--- src/rtl/irq_capture_pkg.sv ---
package irq_capture_pkg;

    typedef enum logic {
        TRIG_EDGE  = 1'b0,
        TRIG_LEVEL = 1'b1
    } trig_e;

    typedef struct packed {
        logic pend;
        logic hist;
    } line_state_t;

    function automatic logic rise_seen(input logic cur, input logic hist);
        return cur & ~hist;
    endfunction

    function automatic line_state_t next_state(input trig_e       mode,
                                               input logic        cur,
                                               input line_state_t st,
                                               input logic        clr);
        line_state_t n;
        n.hist = cur;
        if (mode == TRIG_LEVEL)
            n.pend = cur;
        else
            n.pend = rise_seen(cur, st.hist) | (st.pend & ~clr);
        return n;
    endfunction

endpackage

--- src/rtl/irq_sync.sv ---
module irq_sync #(
    parameter int WIDTH  = 8,
    parameter int STAGES = 2
) (
    input  logic             clk,
    input  logic             rst,
    input  logic [WIDTH-1:0] d,
    output logic [WIDTH-1:0] q
);
    localparam int LAST = STAGES - 1;

    logic [STAGES-1:0][WIDTH-1:0] chain_q;

    always_ff @(posedge clk) begin
        if (rst)
            chain_q[0] <= '0;
        else
            chain_q[0] <= d;
    end

    generate
        for (genvar s = 1; s < STAGES; s++) begin : g_stage
            always_ff @(posedge clk) begin
                if (rst)
                    chain_q[s] <= '0;
                else
                    chain_q[s] <= chain_q[s-1];
            end
        end
    endgenerate

    assign q = chain_q[LAST];
endmodule

--- src/rtl/trig_mode_reg.sv ---
module trig_mode_reg #(
    parameter int               WIDTH = 8,
    parameter logic [WIDTH-1:0] MASK  = WIDTH'(8'hF8)
) (
    input  logic             clk,
    input  logic             rst,
    input  logic             wr_en,
    input  logic [WIDTH-1:0] wr_data,
    output logic [WIDTH-1:0] mode_q
);
    always_ff @(posedge clk) begin
        if (rst)
            mode_q <= '0;
        else if (wr_en)
            mode_q <= wr_data & MASK;
    end


    tm_write_chk: assert property (@(posedge clk) disable iff (rst)
        wr_en |=> (mode_q == ($past(wr_data) & MASK)));


    tm_hold_chk: assert property (@(posedge clk) disable iff (rst)
        !wr_en |=> $stable(mode_q));


    tm_reset_chk: assert property (@(posedge clk)
        rst |=> (mode_q == '0));
endmodule

--- src/rtl/irq_line_cell.sv ---
module irq_line_cell
    import irq_capture_pkg::*;
(
    input  logic clk,
    input  logic rst,
    input  logic mode_lvl,
    input  logic lvl_now,
    input  logic clr,
    output logic pend
);
    line_state_t st_q;
    line_state_t st_d;
    trig_e       mode;

    assign mode = mode_lvl ? TRIG_LEVEL : TRIG_EDGE;

    always_comb st_d = next_state(mode, lvl_now, st_q, clr);

    always_ff @(posedge clk) begin
        if (rst)
            st_q <= '0;
        else
            st_q <= st_d;
    end

    assign pend = st_q.pend;


    level_follow_chk: assert property (@(posedge clk) disable iff (rst)
        mode_lvl |=> (pend == $past(lvl_now)));


    level_clr_ignore_chk: assert property (@(posedge clk) disable iff (rst)
        (mode_lvl && clr && lvl_now) |=> pend);


    edge_hold_chk: assert property (@(posedge clk) disable iff (rst)
        (!mode_lvl && pend && !clr) |=> pend);


    edge_wins_chk: assert property (@(posedge clk) disable iff (rst)
        (!mode_lvl && lvl_now && !st_q.hist) |=> pend);


    edge_no_retrig_chk: assert property (@(posedge clk) disable iff (rst)
        (!mode_lvl && !pend && st_q.hist) |=> !pend);


    cell_reset_chk: assert property (@(posedge clk)
        rst |=> (!pend && !st_q.hist));
endmodule

--- src/rtl/irq_capture.sv ---
module irq_capture #(
    parameter int                 N_LINES    = 8,
    parameter logic [N_LINES-1:0] LEVEL_MASK = N_LINES'(8'hF8),
    parameter int                 SYNC_DEPTH = 2
) (
    input  logic               clk,
    input  logic               rst,
    input  logic [N_LINES-1:0] irq_in,
    input  logic               tm_wr_en,
    input  logic [N_LINES-1:0] tm_wr_data,
    input  logic [N_LINES-1:0] ack_clr,
    output logic [N_LINES-1:0] irr,
    output logic [N_LINES-1:0] tm_rd
);
    logic [N_LINES-1:0] lvl_sync;
    logic [N_LINES-1:0] mode_q;

    irq_sync #(
        .WIDTH  (N_LINES),
        .STAGES (SYNC_DEPTH)
    ) u_sync (
        .clk (clk),
        .rst (rst),
        .d   (irq_in),
        .q   (lvl_sync)
    );

    trig_mode_reg #(
        .WIDTH (N_LINES),
        .MASK  (LEVEL_MASK)
    ) u_tm (
        .clk     (clk),
        .rst     (rst),
        .wr_en   (tm_wr_en),
        .wr_data (tm_wr_data),
        .mode_q  (mode_q)
    );

    generate
        for (genvar i = 0; i < N_LINES; i++) begin : g_line
            irq_line_cell u_cell (
                .clk      (clk),
                .rst      (rst),
                .mode_lvl (mode_q[i]),
                .lvl_now  (lvl_sync[i]),
                .clr      (ack_clr[i]),
                .pend     (irr[i])
            );
        end
    endgenerate

    assign tm_rd = mode_q;


    tm_masked_chk: assert property (@(posedge clk) disable iff (rst)
        ((tm_rd & ~LEVEL_MASK) == '0));


    irr_reset_chk: assert property (@(posedge clk)
        rst |=> (irr == '0));
endmodule

--- config.mk ---
export PLATFORM = sky130hd
export DESIGN_NAME = irq_capture
export DESIGN_NICKNAME = d
export VERILOG_FILES = /design/src/rtl/irq_capture_pkg.sv /design/src/rtl/irq_sync.sv /design/src/rtl/trig_mode_reg.sv /design/src/rtl/irq_line_cell.sv /design/src/rtl/irq_capture.sv
export SDC_FILE = /design/constraint.sdc
export NUM_CORES = 1
export LEC_CHECK = 0
export BUFFER_PORTS_ARGS = -buffer_cell sky130_fd_sc_hd__buf_2
export CELL_PAD_IN_SITES_DETAIL_PLACEMENT = 0
export CELL_PAD_IN_SITES_GLOBAL_PLACEMENT = 2
export CORE_MARGIN = 2
export CORE_UTILIZATION = 25
export CTS_BUF_LIST = sky130_fd_sc_hd__clkbuf_8
export DETAILED_ROUTE_END_ITERATION = 10
export PLACE_DENSITY = 0.67
export SLEW_MARGIN = 40
export SYNTH_ARGS = -nofsm -noshare
export SYNTH_HDL_FRONTEND = slang
export SYNTH_SLANG_ARGS = --single-unit
--- constraint.sdc ---
create_clock -name clk -period 1.8 [get_ports clk]
set_input_delay 0.09 -clock clk [delete_from_list [all_inputs] [get_ports clk]]
set_output_delay 0.09 -clock clk [all_outputs]
set_load 0.005 [all_outputs]
# Yosys cells after proc, flatten, opt, wreduce, memory -nomap -nowiden
# Index checks and enable logic that the tools add are counted.
# classes
muxes,10
n_bitwise,40
# op_table
cell,n
bitwise AND 1 bit,16
inverter 1 bit,16
2-to-1 mux 1 bit,10
bitwise OR 1 bit,8
# word_totals
register_bits,37
in_bits,27

# Longest topological paths before layout
# logic_depth
depth_word,4
mapped_depth,4
depth_no_buf,2

# Cells and area by module
# A second synthesis with hierarchy kept.
# hier_totals
cells_unflattened,109
area_unflattened_um2,1341.3
# by_module_without_submodules
mod,instances,cells_per_inst,area_each_um2
irq_line_cell,8,6,76.3
irq_sync,1,41,524.3
trig_mode_reg,1,20,206.4

# Worst setup path before layout
# Ideal clock, no wire load.
# synth_path
path_kind,register to register
from,register u_tm.mode_q[3]
to,"register g_line[3].u_cell.st_q, in the netlist g_line[3].u_cell.pend"
setup_time_ns,0.057
arrival_ns,0.681
t_required_ns,1.743
setup_slack_ns,1.061
path_stages_with_launch,3
synth_period_minus_slack_ns,0.739
path_cell_list,dfxtp_1 -> nor4b_1 -> a21o_1
# synth_via
elab_chain_len,2
# synth_rtl
element,line_no,source
from (decl),trig_mode_reg.sv:9,output logic [WIDTH-1:0] mode_q
from (signal assigned),trig_mode_reg.sv:15,mode_q <= wr_data & MASK;
2-to-1 mux 1 bit,irq_line_cell.sv:15,assign mode = mode_lvl ? TRIG_LEVEL : TRIG_EDGE;
2-to-1 mux 1 bit,irq_capture_pkg.sv:23,if (mode == TRIG_LEVEL)
to (signal assigned),irq_line_cell.sv:23,st_q <= st_d;
to (decl),irq_line_cell.sv:11,line_state_t st_q;
# No other way between the ends.
# A chain may end at the register's enable or synchronous reset.

# Worst setup path after layout
# layout_path
from,register u_tm.mode_q[6]
to,output tm_rd[6]
# layout_lines
element,line_no,source
to (decl),irq_capture.sv:13,output logic [N_LINES-1:0] tm_rd
# No word-level cell between the ends.

==> impl_metrics.tcl <==
set metrics [dict create \
    outcome "finished clean" \
    seq_area_frac_synth_pct 55.7 \
    ys_warn_count 0 \
    wl_um 1930 \
    die-area_um2 5920 \
    postPlaceCellArea_um2 1450 \
    worstPathRequired_ns 1.71 \
    start_util_pct 26.0 \
    design_area_um2 1530 \
    grt_usage_pct 7.30 \
    hold_buffers 0 \
    period_share_pct 50.4 \
    insertion_delay_ns 0.28 \
    end_kind "output pin" \
    drv_slew 0 \
    dp_hpwl_um 1410 \
    clock.fmax_mhz 1100 \
    startpoint_type "register" \
    grt_pass1_vias 715 \
    ir_worst_vdd_mv 0.232 \
    startpoint "u_tm.mode_q[6]" \
    p_per_area_nw_per_um2 968 \
    clockRootBuffer "clkbuf_8" \
    place_congestion 0.715 \
    vias_per_cell 3.66 \
    first_pass_iters 2 \
    grt_first_pass_wirelength_um 3180 \
    synth_area_per_cell_um2 11.4 \
    drive_above_1_share_pct 31.5 \
    arrival_ns 0.82 \
    slowest_stage "dfxtp_1" \
    cap_violations 0 \
    cts_setup_buffers 0 \
    final_nets 169 \
    cp_top_family "flip-flops" \
    fin_crit_ns 0.907 \
    p_leak_uw 0.000736 \
    rsz0062_at_grt "no" \
    fp.dieW_um 76.9 \
    critPathMaxFanout 4 \
    r2r-start "u_tm.mode_q[7]" \
    numCtsBuffers 5 \
    cts_tree "built" \
    cts_sinks 37 \
    ys_ff_latch 37 \
    clockBufferDepth 2 \
    cts_resized 0 \
    num_rows 26 \
    drtIter0Drc 20 \
    htree_levels 2 \
    crit_buf_inv 1 \
    post_synth_num_cell_types 16 \
    ios 43 \
    grt_max_degree 23 \
    syn-instance-count 117 \
    criticalPathCategory "register to output pin" \
    finalClockSkew_ns 0.00184 \
    path_clk_slew_ns 0.07 \
    hp-class "primary input to register" \
    drc 0 \
    final.setup.tns_ns 0 \
    synth.cell_area_um2 1330 \
    setup_viol 0 \
    hold_violations 0 \
    overflow 0 \
    design.core.area_um2 5110 \
    diodes 0 \
    max_stage_delay_ns 0.40 \
    holdCritStartpoint "irq_in[2]" \
    crit_chain "buf_2" \
    nFillCells 539 \
    die_h_um 76.9 \
    antenna_found_initial 0 \
    syn_to_final_growth_pct 15.1 \
    port-buffer-count 36 \
    wl_per_cell_um 9.05 \
    antenna_left 0 \
    vias 779 \
]
cells in the mapped netlist:
library cell | number | area (µm²)
nor2b_1 | 14 | 87.6
buf_2 | 3 | 15.0
nor2_1 | 5 | 18.8
mux2i_1 | 5 | 50.1
conb_1 | 1 | 3.75
buf_4 | 16 | 120
a21oi_1 | 3 | 15.0
dfxtp_1 | 37 | 741
nor4b_4 | 1 | 23.8
buf_6 | 1 | 11.3
a21o_1 | 5 | 37.5
nor4b_1 | 2 | 17.5
nor4b_2 | 2 | 30.0
buf_8 | 1 | 15.0
and2b_1 | 10 | 75.1
nand2b_1 | 11 | 68.8
path summary, 6_finish.rpt:
| kind | endpoint | slack (ns) | cells past startpoint |
|---|---|---|---|
| min reg2reg | u_sync.q[5] | 0.43 | 1 |
| min | u_sync.chain_q[2] | 0.02 | 2 |
| max | tm_rd[6] | 0.89 | 1 |
| max reg2reg | g_line[7].u_cell.pend | 0.98 | 2 |
stage by stage:
| step | hold WS (ns) | setup slack, ns | utilization, % | total power (µW) | std cells |
|---|---|---|---|---|---|
| final | 0.0151 | 0.893 | 30.0 | 1480 | 213 |
| after global routing | 0.0112 | 0.830 | 30.0 | 1560 | 213 |
| after CTS | 0.000301 | 0.874 | 30.0 | 1520 | 213 |
| after detailed placement | 0.303 | 0.731 | 28.4 | 987 | 205 |
| after global placement | 0.301 | 0.739 | 28.4 | 983 | 205 |
| after floorplan | 0.218 | 1.06 | - | 966 | 119 |
cell families after synthesis:
logic type / Yosys count / share of synthesized area [%]
buffers and inverters: 21 / 12.1
DFF: 37 / 55.7
other: 1 / 0.282
muxes: 5 / 3.76
AOI/OAI and AO/OA: 8 / 3.95
and+or+nand+nor: 45 / 24.2
report_power, final:
group          leakage, µW  switching, µW  internal, µW
Sequential        0.000304           13.6           854
Clock            0.0000519            260           257
Combinational     0.000380           40.8          56.7
Total             0.000736            314          1170
registers in the layout (all words and copies together), names as in the netlist:
signal,count
u_sync.q,8
u_sync.chain_q,8
g_line.u_cell.st_q,8
u_tm.mode_q,5
g_line.u_cell.pend,8
final cells by class:
cell class / instances / area, µm² / share of cell area [%]
Sequential cell: 37 / 741 / 48.4
Multi-Input combinational cell: 61 / 435 / 28.4
Clock inverter: 3 / 11.3 / 0.735
Tap cell: 70 / 87.6 / 5.72
Clock buffer: 5 / 68.8 / 4.49
Timing Repair Buffer: 37 / 188 / 12.3
routing by layer:
layer  global-route usage (%)  share of wire (%)  vias up
met5                        0                  0        -
met4                     6.00                3.5        0
met3                     3.76                8.5        6
met2                     11.3                 47       28
met1                     7.27                 41      344
li1                         -                  -      401
worst register-to-register path, delay by kind of cell, from the launching register on:
family	cells	cell delay [ns]
flops	1	0.33
simple gates	1	0.33
compound gates	1	0.12
cell usage in the layout, fill, tap and decap left out:
master,n
a21o_1,5
a21oi_1,3
and2b_1,10
buf_2,36
buf_4,1
clkbuf_8,5
conb_1,3
dfxtp_1,37
inv_1,3
mux2i_1,5
nand2b_1,11
nor2_1,5
nor2b_1,14
nor4b_1,2
nor4b_2,2
nor4b_4,1
No activity file was read; power rests on OpenSTA's default activity.
